$ cat src/rtl/isc_pkg.sv
package isc_pkg;
  // register addresses
  localparam int A_PRIM  = 0;
  localparam int A_PMASK = 1;
  localparam int A_SEC0  = 2;
  localparam int A_SEC4  = 6;
  localparam int A_SMASK = 7;
  localparam int A_GEN   = 8;
  localparam int A_PEND  = 9;
  localparam int A_LAST  = 9;

  // primary bit positions
  localparam int P_RXOK   = 0;
  localparam int P_RXERR  = 1;
  localparam int P_TXOK   = 2;
  localparam int P_TXDESC = 3;
  localparam int P_TXERR  = 4;
  localparam int P_TXEOL  = 5;
  localparam int P_TXURN  = 6;
  localparam int P_HIU    = 7;
  localparam int P_BCN    = 8;
  localparam int P_CBRO   = 9;
  localparam int P_CBRU   = 10;
  localparam int P_TRIG   = 11;
  localparam int P_BNR    = 12;
  localparam int PW       = 13;

  localparam int NHIF = 3;
  localparam int NBCN = 5;
  localparam int NSEC = 5;
endpackage

$ cat src/rtl/isc_w1c_reg.sv
module isc_w1c_reg #(
  parameter int W = 8
) (
  input  logic         clk,
  input  logic         rst_n,
  input  logic [W-1:0] set_i,
  input  logic [W-1:0] clr_i,
  output logic [W-1:0] q_o
);
  // set has priority over clear in the same cycle
  always_ff @(posedge clk) begin
    if (!rst_n) q_o <= '0;
    else        q_o <= (q_o & ~clr_i) | set_i;
  end
endmodule

$ cat src/rtl/isc_aggregate.sv
module isc_aggregate
  import isc_pkg::*;
#(
  parameter int NQ = 10,
  parameter int SW = 20,
  parameter int MW = 18
) (
  input  logic [SW-1:0] sec0_i,
  input  logic [SW-1:0] sec1_i,
  input  logic [SW-1:0] sec2_i,
  input  logic [SW-1:0] sec3_i,
  input  logic [SW-1:0] sec4_i,
  input  logic [MW-1:0] smask_i,
  output logic [PW-1:0] agg_o
);
  localparam int HLO = NQ;
  localparam int BLO = NQ + NHIF;

  logic [MW-1:0] s2_masked;
  assign s2_masked = sec2_i[MW-1:0] & smask_i;

  always_comb begin
    agg_o           = '0;
    agg_o[P_TXOK]   = |sec0_i[NQ-1:0];
    agg_o[P_TXDESC] = |sec0_i[2*NQ-1:NQ];
    agg_o[P_TXERR]  = |sec1_i[NQ-1:0];
    agg_o[P_TXEOL]  = |sec1_i[2*NQ-1:NQ];
    agg_o[P_TXURN]  = |s2_masked[NQ-1:0];
    agg_o[P_HIU]    = |s2_masked[HLO+NHIF-1:HLO];
    agg_o[P_BCN]    = |s2_masked[BLO+NBCN-1:BLO];
    agg_o[P_CBRO]   = |sec3_i[NQ-1:0];
    agg_o[P_CBRU]   = |sec3_i[2*NQ-1:NQ];
    agg_o[P_TRIG]   = |sec4_i[NQ-1:0];
  end
endmodule

$ cat src/rtl/isc_irq_out.sv
module isc_irq_out
  import isc_pkg::*;
(
  input  logic          clk,
  input  logic          rst_n,
  input  logic [PW-1:0] prim_i,
  input  logic [PW-1:0] pmask_i,
  input  logic          gen_i,
  output logic          pending_o,
  output logic          irq_o
);
  assign pending_o = gen_i & (|(prim_i & pmask_i));

  always_ff @(posedge clk) begin
    if (!rst_n) irq_o <= 1'b0;
    else        irq_o <= pending_o;
  end
endmodule

$ cat src/rtl/irq_status_ctrl.sv
module irq_status_ctrl
  import isc_pkg::*;
#(
  parameter int NQ = 10,
  parameter int AW = 4,
  parameter int DW = 32
) (
  input  logic          clk,
  input  logic          rst_n,
  input  logic          ev_rx_ok,
  input  logic          ev_rx_err,
  input  logic          ev_bcn_notrdy,
  input  logic [NQ-1:0] ev_txok,
  input  logic [NQ-1:0] ev_txdesc,
  input  logic [NQ-1:0] ev_txerr,
  input  logic [NQ-1:0] ev_txeol,
  input  logic [NQ-1:0] ev_txurn,
  input  logic [2:0]    ev_hif_err,
  input  logic [4:0]    ev_bcn,
  input  logic [NQ-1:0] ev_cbr_over,
  input  logic [NQ-1:0] ev_cbr_under,
  input  logic [NQ-1:0] ev_qtrig,
  input  logic          reg_we,
  input  logic [AW-1:0] reg_addr,
  input  logic [DW-1:0] reg_wdata,
  output logic [DW-1:0] reg_rdata,
  output logic          irq,
  output logic          pending
);
  localparam int MW  = NQ + NHIF + NBCN;
  localparam int SW  = (2 * NQ > MW) ? 2 * NQ : MW;
  localparam int HLO = NQ;
  localparam int BLO = NQ + NHIF;

  logic [SW-1:0] sec_set [NSEC];
  logic [SW-1:0] sec_clr [NSEC];
  logic [SW-1:0] sec_q   [NSEC];
  logic [PW-1:0] pwr;
  logic [2:0]    dir_set, dir_clr, dir_q;
  logic [PW-1:0] agg;
  logic [PW-1:0] prim_val;
  logic [PW-1:0] pmask_q;
  logic [MW-1:0] smask_q;
  logic          gen_q;

  // write-one-to-clear data aimed at the primary register
  assign pwr = (reg_we && reg_addr == AW'(A_PRIM)) ? reg_wdata[PW-1:0] : '0;

  always_comb begin
    for (int k = 0; k < NSEC; k++) begin
      sec_set[k] = '0;
      sec_clr[k] = (reg_we && reg_addr == AW'(A_SEC0 + k)) ? reg_wdata[SW-1:0] : '0;
    end
    sec_set[0][NQ-1:0]           = ev_txok;
    sec_set[0][2*NQ-1:NQ]        = ev_txdesc;
    sec_set[1][NQ-1:0]           = ev_txerr;
    sec_set[1][2*NQ-1:NQ]        = ev_txeol;
    sec_set[2][NQ-1:0]           = ev_txurn;
    sec_set[2][HLO+NHIF-1:HLO]   = ev_hif_err;
    sec_set[2][BLO+NBCN-1:BLO]   = ev_bcn;
    sec_set[3][NQ-1:0]           = ev_cbr_over;
    sec_set[3][2*NQ-1:NQ]        = ev_cbr_under;
    sec_set[4][NQ-1:0]           = ev_qtrig;
    // group clears driven by aggregated primary bits
    sec_clr[0][NQ-1:0]         = sec_clr[0][NQ-1:0]         | {NQ{pwr[P_TXOK]}};
    sec_clr[0][2*NQ-1:NQ]      = sec_clr[0][2*NQ-1:NQ]      | {NQ{pwr[P_TXDESC]}};
    sec_clr[1][NQ-1:0]         = sec_clr[1][NQ-1:0]         | {NQ{pwr[P_TXERR]}};
    sec_clr[1][2*NQ-1:NQ]      = sec_clr[1][2*NQ-1:NQ]      | {NQ{pwr[P_TXEOL]}};
    sec_clr[2][NQ-1:0]         = sec_clr[2][NQ-1:0]         | {NQ{pwr[P_TXURN]}};
    sec_clr[2][HLO+NHIF-1:HLO] = sec_clr[2][HLO+NHIF-1:HLO] | {NHIF{pwr[P_HIU]}};
    sec_clr[2][BLO+NBCN-1:BLO] = sec_clr[2][BLO+NBCN-1:BLO] | {NBCN{pwr[P_BCN]}};
    sec_clr[3][NQ-1:0]         = sec_clr[3][NQ-1:0]         | {NQ{pwr[P_CBRO]}};
    sec_clr[3][2*NQ-1:NQ]      = sec_clr[3][2*NQ-1:NQ]      | {NQ{pwr[P_CBRU]}};
    sec_clr[4][NQ-1:0]         = sec_clr[4][NQ-1:0]         | {NQ{pwr[P_TRIG]}};
  end

  for (genvar g = 0; g < NSEC; g++) begin : g_sec
    isc_w1c_reg #(.W(SW)) u_sec (
      .clk   (clk),
      .rst_n (rst_n),
      .set_i (sec_set[g]),
      .clr_i (sec_clr[g]),
      .q_o   (sec_q[g])
    );
  end

  assign dir_set = {ev_bcn_notrdy, ev_rx_err, ev_rx_ok};
  assign dir_clr = {pwr[P_BNR], pwr[P_RXERR], pwr[P_RXOK]};

  isc_w1c_reg #(.W(3)) u_direct (
    .clk   (clk),
    .rst_n (rst_n),
    .set_i (dir_set),
    .clr_i (dir_clr),
    .q_o   (dir_q)
  );

  isc_aggregate #(.NQ(NQ), .SW(SW), .MW(MW)) u_agg (
    .sec0_i  (sec_q[0]),
    .sec1_i  (sec_q[1]),
    .sec2_i  (sec_q[2]),
    .sec3_i  (sec_q[3]),
    .sec4_i  (sec_q[4]),
    .smask_i (smask_q),
    .agg_o   (agg)
  );

  always_comb begin
    prim_val          = agg;
    prim_val[P_RXOK]  = dir_q[0];
    prim_val[P_RXERR] = dir_q[1];
    prim_val[P_BNR]   = dir_q[2];
  end

  // configuration registers
  always_ff @(posedge clk) begin
    if (!rst_n) begin
      pmask_q <= '0;
      smask_q <= '0;
      gen_q   <= 1'b0;
    end else if (reg_we) begin
      if (reg_addr == AW'(A_PMASK)) pmask_q <= reg_wdata[PW-1:0];
      if (reg_addr == AW'(A_SMASK)) smask_q <= reg_wdata[MW-1:0];
      if (reg_addr == AW'(A_GEN))   gen_q   <= reg_wdata[0];
    end
  end

  isc_irq_out u_irq (
    .clk       (clk),
    .rst_n     (rst_n),
    .prim_i    (prim_val),
    .pmask_i   (pmask_q),
    .gen_i     (gen_q),
    .pending_o (pending),
    .irq_o     (irq)
  );

  always_comb begin
    reg_rdata = '0;
    if (reg_addr == AW'(A_PRIM))       reg_rdata = DW'(prim_val);
    else if (reg_addr == AW'(A_PMASK)) reg_rdata = DW'(pmask_q);
    else if (reg_addr == AW'(A_SMASK)) reg_rdata = DW'(smask_q);
    else if (reg_addr == AW'(A_GEN))   reg_rdata = DW'(gen_q);
    else if (reg_addr == AW'(A_PEND))  reg_rdata = DW'(pending);
    else begin
      for (int k = 0; k < NSEC; k++)
        if (reg_addr == AW'(A_SEC0 + k)) reg_rdata = DW'(sec_q[k]);
    end
  end
endmodule

$ cat config.mk
export PLATFORM = sky130hd
export DESIGN_NAME = irq_status_ctrl
export DESIGN_NICKNAME = d
export VERILOG_FILES = /design/src/rtl/isc_pkg.sv /design/src/rtl/isc_w1c_reg.sv /design/src/rtl/isc_aggregate.sv /design/src/rtl/isc_irq_out.sv /design/src/rtl/irq_status_ctrl.sv
export SDC_FILE = /design/constraint.sdc
export NUM_CORES = 1
export LEC_CHECK = 0
export ABC_AREA = 1
export CAP_MARGIN = 0
export CORE_MARGIN = 2
export CORE_UTILIZATION = 36
export DETAILED_ROUTE_END_ITERATION = 10
export GPL_ROUTABILITY_DRIVEN = 1
export PLACE_DENSITY = 0.7
export REMOVE_ABC_BUFFERS = 1
export SLEW_MARGIN = 20
export SYNTH_ARGS = -nofsm -noshare
export SYNTH_HDL_FRONTEND = slang
export SYNTH_SLANG_ARGS = --single-unit
$ cat constraint.sdc
create_clock -name clk -period 3 [get_ports clk]
set_clock_uncertainty 0.15 [all_clocks]
set_input_delay 0.6 -clock clk [delete_from_list [all_inputs] [get_ports clk]]
set_output_delay 0.6 -clock clk [all_outputs]
set_load 0.02 [all_outputs]
==> impl_metrics.yaml <==
timing:
  min_period_over_period_pct: 97.7
  setup-tns-final_ns: 0
  final.setup.worst_slack_ns: 0.0704
  hold_viol: 0
  tightest_slew_ns: 0.585
  slew_viol_final: 0
  rsz0062_at_grt: "false"
  fin_crit_ns: 2.93
  final-setup-viol-count: 0
  fmaxAchievable_ghz: 0.341
  worst_slew_margin_rel_pct: 60.9
  timing.hold.ws_ns: 0.282
synth:
  synthesis.area_um2: 6680
  async_reset_ff_share_pct: 0
  avgSynthCellArea_um2: 6.66
  yosysWarningCount: 0
  synth-edff-count: 0
  ys_ff_latch: 136
  yosysTopAreaCell: "dfxtp_1"
  synthCells: 1003
  synthTopCellsByArea: "dfxtp_1 (41%), nand2_1 (12%), nand3_1 (9.9%), a21oi_1 (9.7%), inv_1 (6.4%)"
  synth.most_common_cell: "nand2_1"
  synth.distinct_cells: 25
  ys_dominant_reg_cell: "dfxtp_1"
  yosys.area.top_type_share_pct: 40.8
  ys_seq_area_share_pct: 40.8
  synth_commonest_cells: "nand2_1 (205), dfxtp_1 (136), nand3_1 (132), a21oi_1 (130), inv_1 (114)"
routing:
  drc: 12
  dr.first_iter.drc_count: 792
  firstDrtPassIters: 11
  ant_nets: 0
  highest_layer: "met4"
  avgViaCountPerCell: 5.23
  met2RoutedLength_mm: 10.8
  drt-wirelength-per-cell_um: 16.7
  met1_length_mm: 9.76
  vias: 7299
  route.met3.wl_mm: 2.20
  wirelength_mm: 23.4
status:
  violations: "DRC"
  status: "finished, violations left"
clock_tree:
  hold_buffers: 0
  cts_made_buffers: 17
  clockRootBuffer: "clkbuf_16"
  clk_latency_ns: 0.43
  cts_setup_buffers: 0
  cts_max_level: 4
  clk_path_buf_depth: 2
  cts_tree: "done"
  cts_sinks: 136
  clk_pin_slew_ns: 0.06
power_and_ir_drop:
  p_sw_mw: 1.25
  switching_share_pct: 25.9
  leakage_nw: 3.89
  power_frac_comb_pct: 13.5
  ir_drop_uv: 406
  pwr-share-clk_pct: 45.6
  pwr-share-seq_pct: 41.0
  p_int_mw: 3.59
  power_density_nw_per_um2: 530
run:
  max_cap_viol_count: 0
global_route:
  grt_usage_pct: 23.7
  grt_max_degree: 73
  gr-total-overflow: 0
  first_global_vias: 6933
  grt_pass1_wl_mm: 36.6
  antenna_found_initial: 0
floorplan:
  start_util_pct: 36.9
  coreArea_um2: 18100
  fp-row-count: 49
  die_x_um: 140
  die_y_um: 140
  io_pins: 164
  die-area_um2: 19700
finish:
  final-instance-count-excl-fill: 1395
  fin_util_pct: 50.5
  fillers: 1781
  syn2layout_area_growth_pct: 36.8
  drive_above_1_share_pct: 11.5
  antenna_cells: 0
  nets: 1284
worst_setup_path:
  arrival_ns: 2.18
  slowest_delay_ns: 0.30
  reg2reg_depth: 8
  critPathLaunchType: "input port"
  cp_max_fo: 10
  crit_chain: "dlygate4sd2_1, nor2_4, nand2_1, nor2_2, buf_12, o21ai_0, o2111ai_2, clkdlybuf4s15_2"
  critPathRequiredTime_ns: 2.25
  reg2reg_slack_ns: 1.41
  cpMaxStageDelayCell: "clkdlybuf4s15_2"
  crit_path_end_kind: "output pin"
  path_class: "input port to output pin"
place:
  dp.cells: 1364
  hpwl_mm: 16.8
  gp_congestion: 0.890
  post-place-ws_ns: -0.576
  io_buffers: 139
hold_path:
  hp-class: "register to register"
  whs_path_depth: 2
through the flow:
step                      area (um^2)  total power [mW]
after floorplan                  6390              2.28
after global placement           8560              2.67
after detailed placement         8560              2.68
after CTS                        9110              4.85
after global routing             9130              5.00
final                            9130              4.84
layout make-up:
type / count / area (um^2) / area share [%]
Tap cell: 229 / 287 / 3.14
Sequential cell: 136 / 2720 / 29.8
Clock buffer: 19 / 433 / 4.74
Inverter: 124 / 465 / 5.10
Multi-Input combinational cell: 684 / 3250 / 35.6
Clock inverter: 12 / 178 / 1.95
Timing Repair Buffer: 191 / 1790 / 19.6
power by group through the flow:
stage | registers (mW) | logic, mW | clock network (mW)
2_1_floorplan | 1.99 | 0.291 | 0
3_3_place_gp | 2.02 | 0.652 | 0
3_5_place_dp | 2.02 | 0.658 | 0
4_1_cts | 1.98 | 0.646 | 2.22
5_1_grt | 1.99 | 0.715 | 2.29
6_report | 1.98 | 0.652 | 2.21
critical path: cells and delay by family:
kind                   cells  cell delay [ns]
buffers and inverters      3             0.75
and+or+nand+nor            3             0.56
AOI/OAI and AO/OA          2             0.25
cell usage in the layout, fill, tap and decap left out, drive strengths merged, types with 5 or more instances in the layout:
cell type	netlist	layout
dfxtp	136	136
inv	124	124
o221ai	5	5
a21oi	130	130
a31oi	25	25
a211oi	5	5
clkdlybuf4s50	0	114
nand2	210	210
conb	1	12
buf	28	69
nor2	85	85
nand3	132	132
o2111ai	13	13
clkbuf	42	21
o21ai	58	58
cells by family after synthesis:
| logic type | count (synthesis) | synth area share, % |
|---|---|---|
| buf+inv | 194 | 11.9 |
| flops | 136 | 40.8 |
| simple gates | 429 | 27.2 |
| compound gates | 243 | 20.1 |
| other cells | 1 | 0.0562 |
layer usage:
metal  vias up  global-route usage, %
met5         -                      0
met4         0                   8.35
met3        45                   4.96
met2       365                   38.3
met1      3306                   31.4
li1       3583                      -
registers in the layout (all words and copies together) (netlist names):
name,count
g_sec.u_sec.q_o,100
smask_q,18
pmask_q,13
u_direct.q_o,3
gen_q,1
u_irq.irq_o,1
timing repair:
action / in CTS / in global routing
pin swaps: 1 / 2
gates cloned: 0 / 0
setup endpoints to repair: 21 / 16
resized for setup: 87 / 23
worst paths after layout:
| check | to | start |
|---|---|---|
| max | reg_rdata[3] | reg_addr[2] |
| min | g_sec[4].u_sec.q_o[11] | g_sec[4].u_sec.q_o[11] |
| max reg2reg | u_irq.irq_o | g_sec[4].u_sec.q_o[5] |
| min reg2reg | g_sec[4].u_sec.q_o[11] | g_sec[4].u_sec.q_o[11] |
Power figures use the tool's default switching activity.
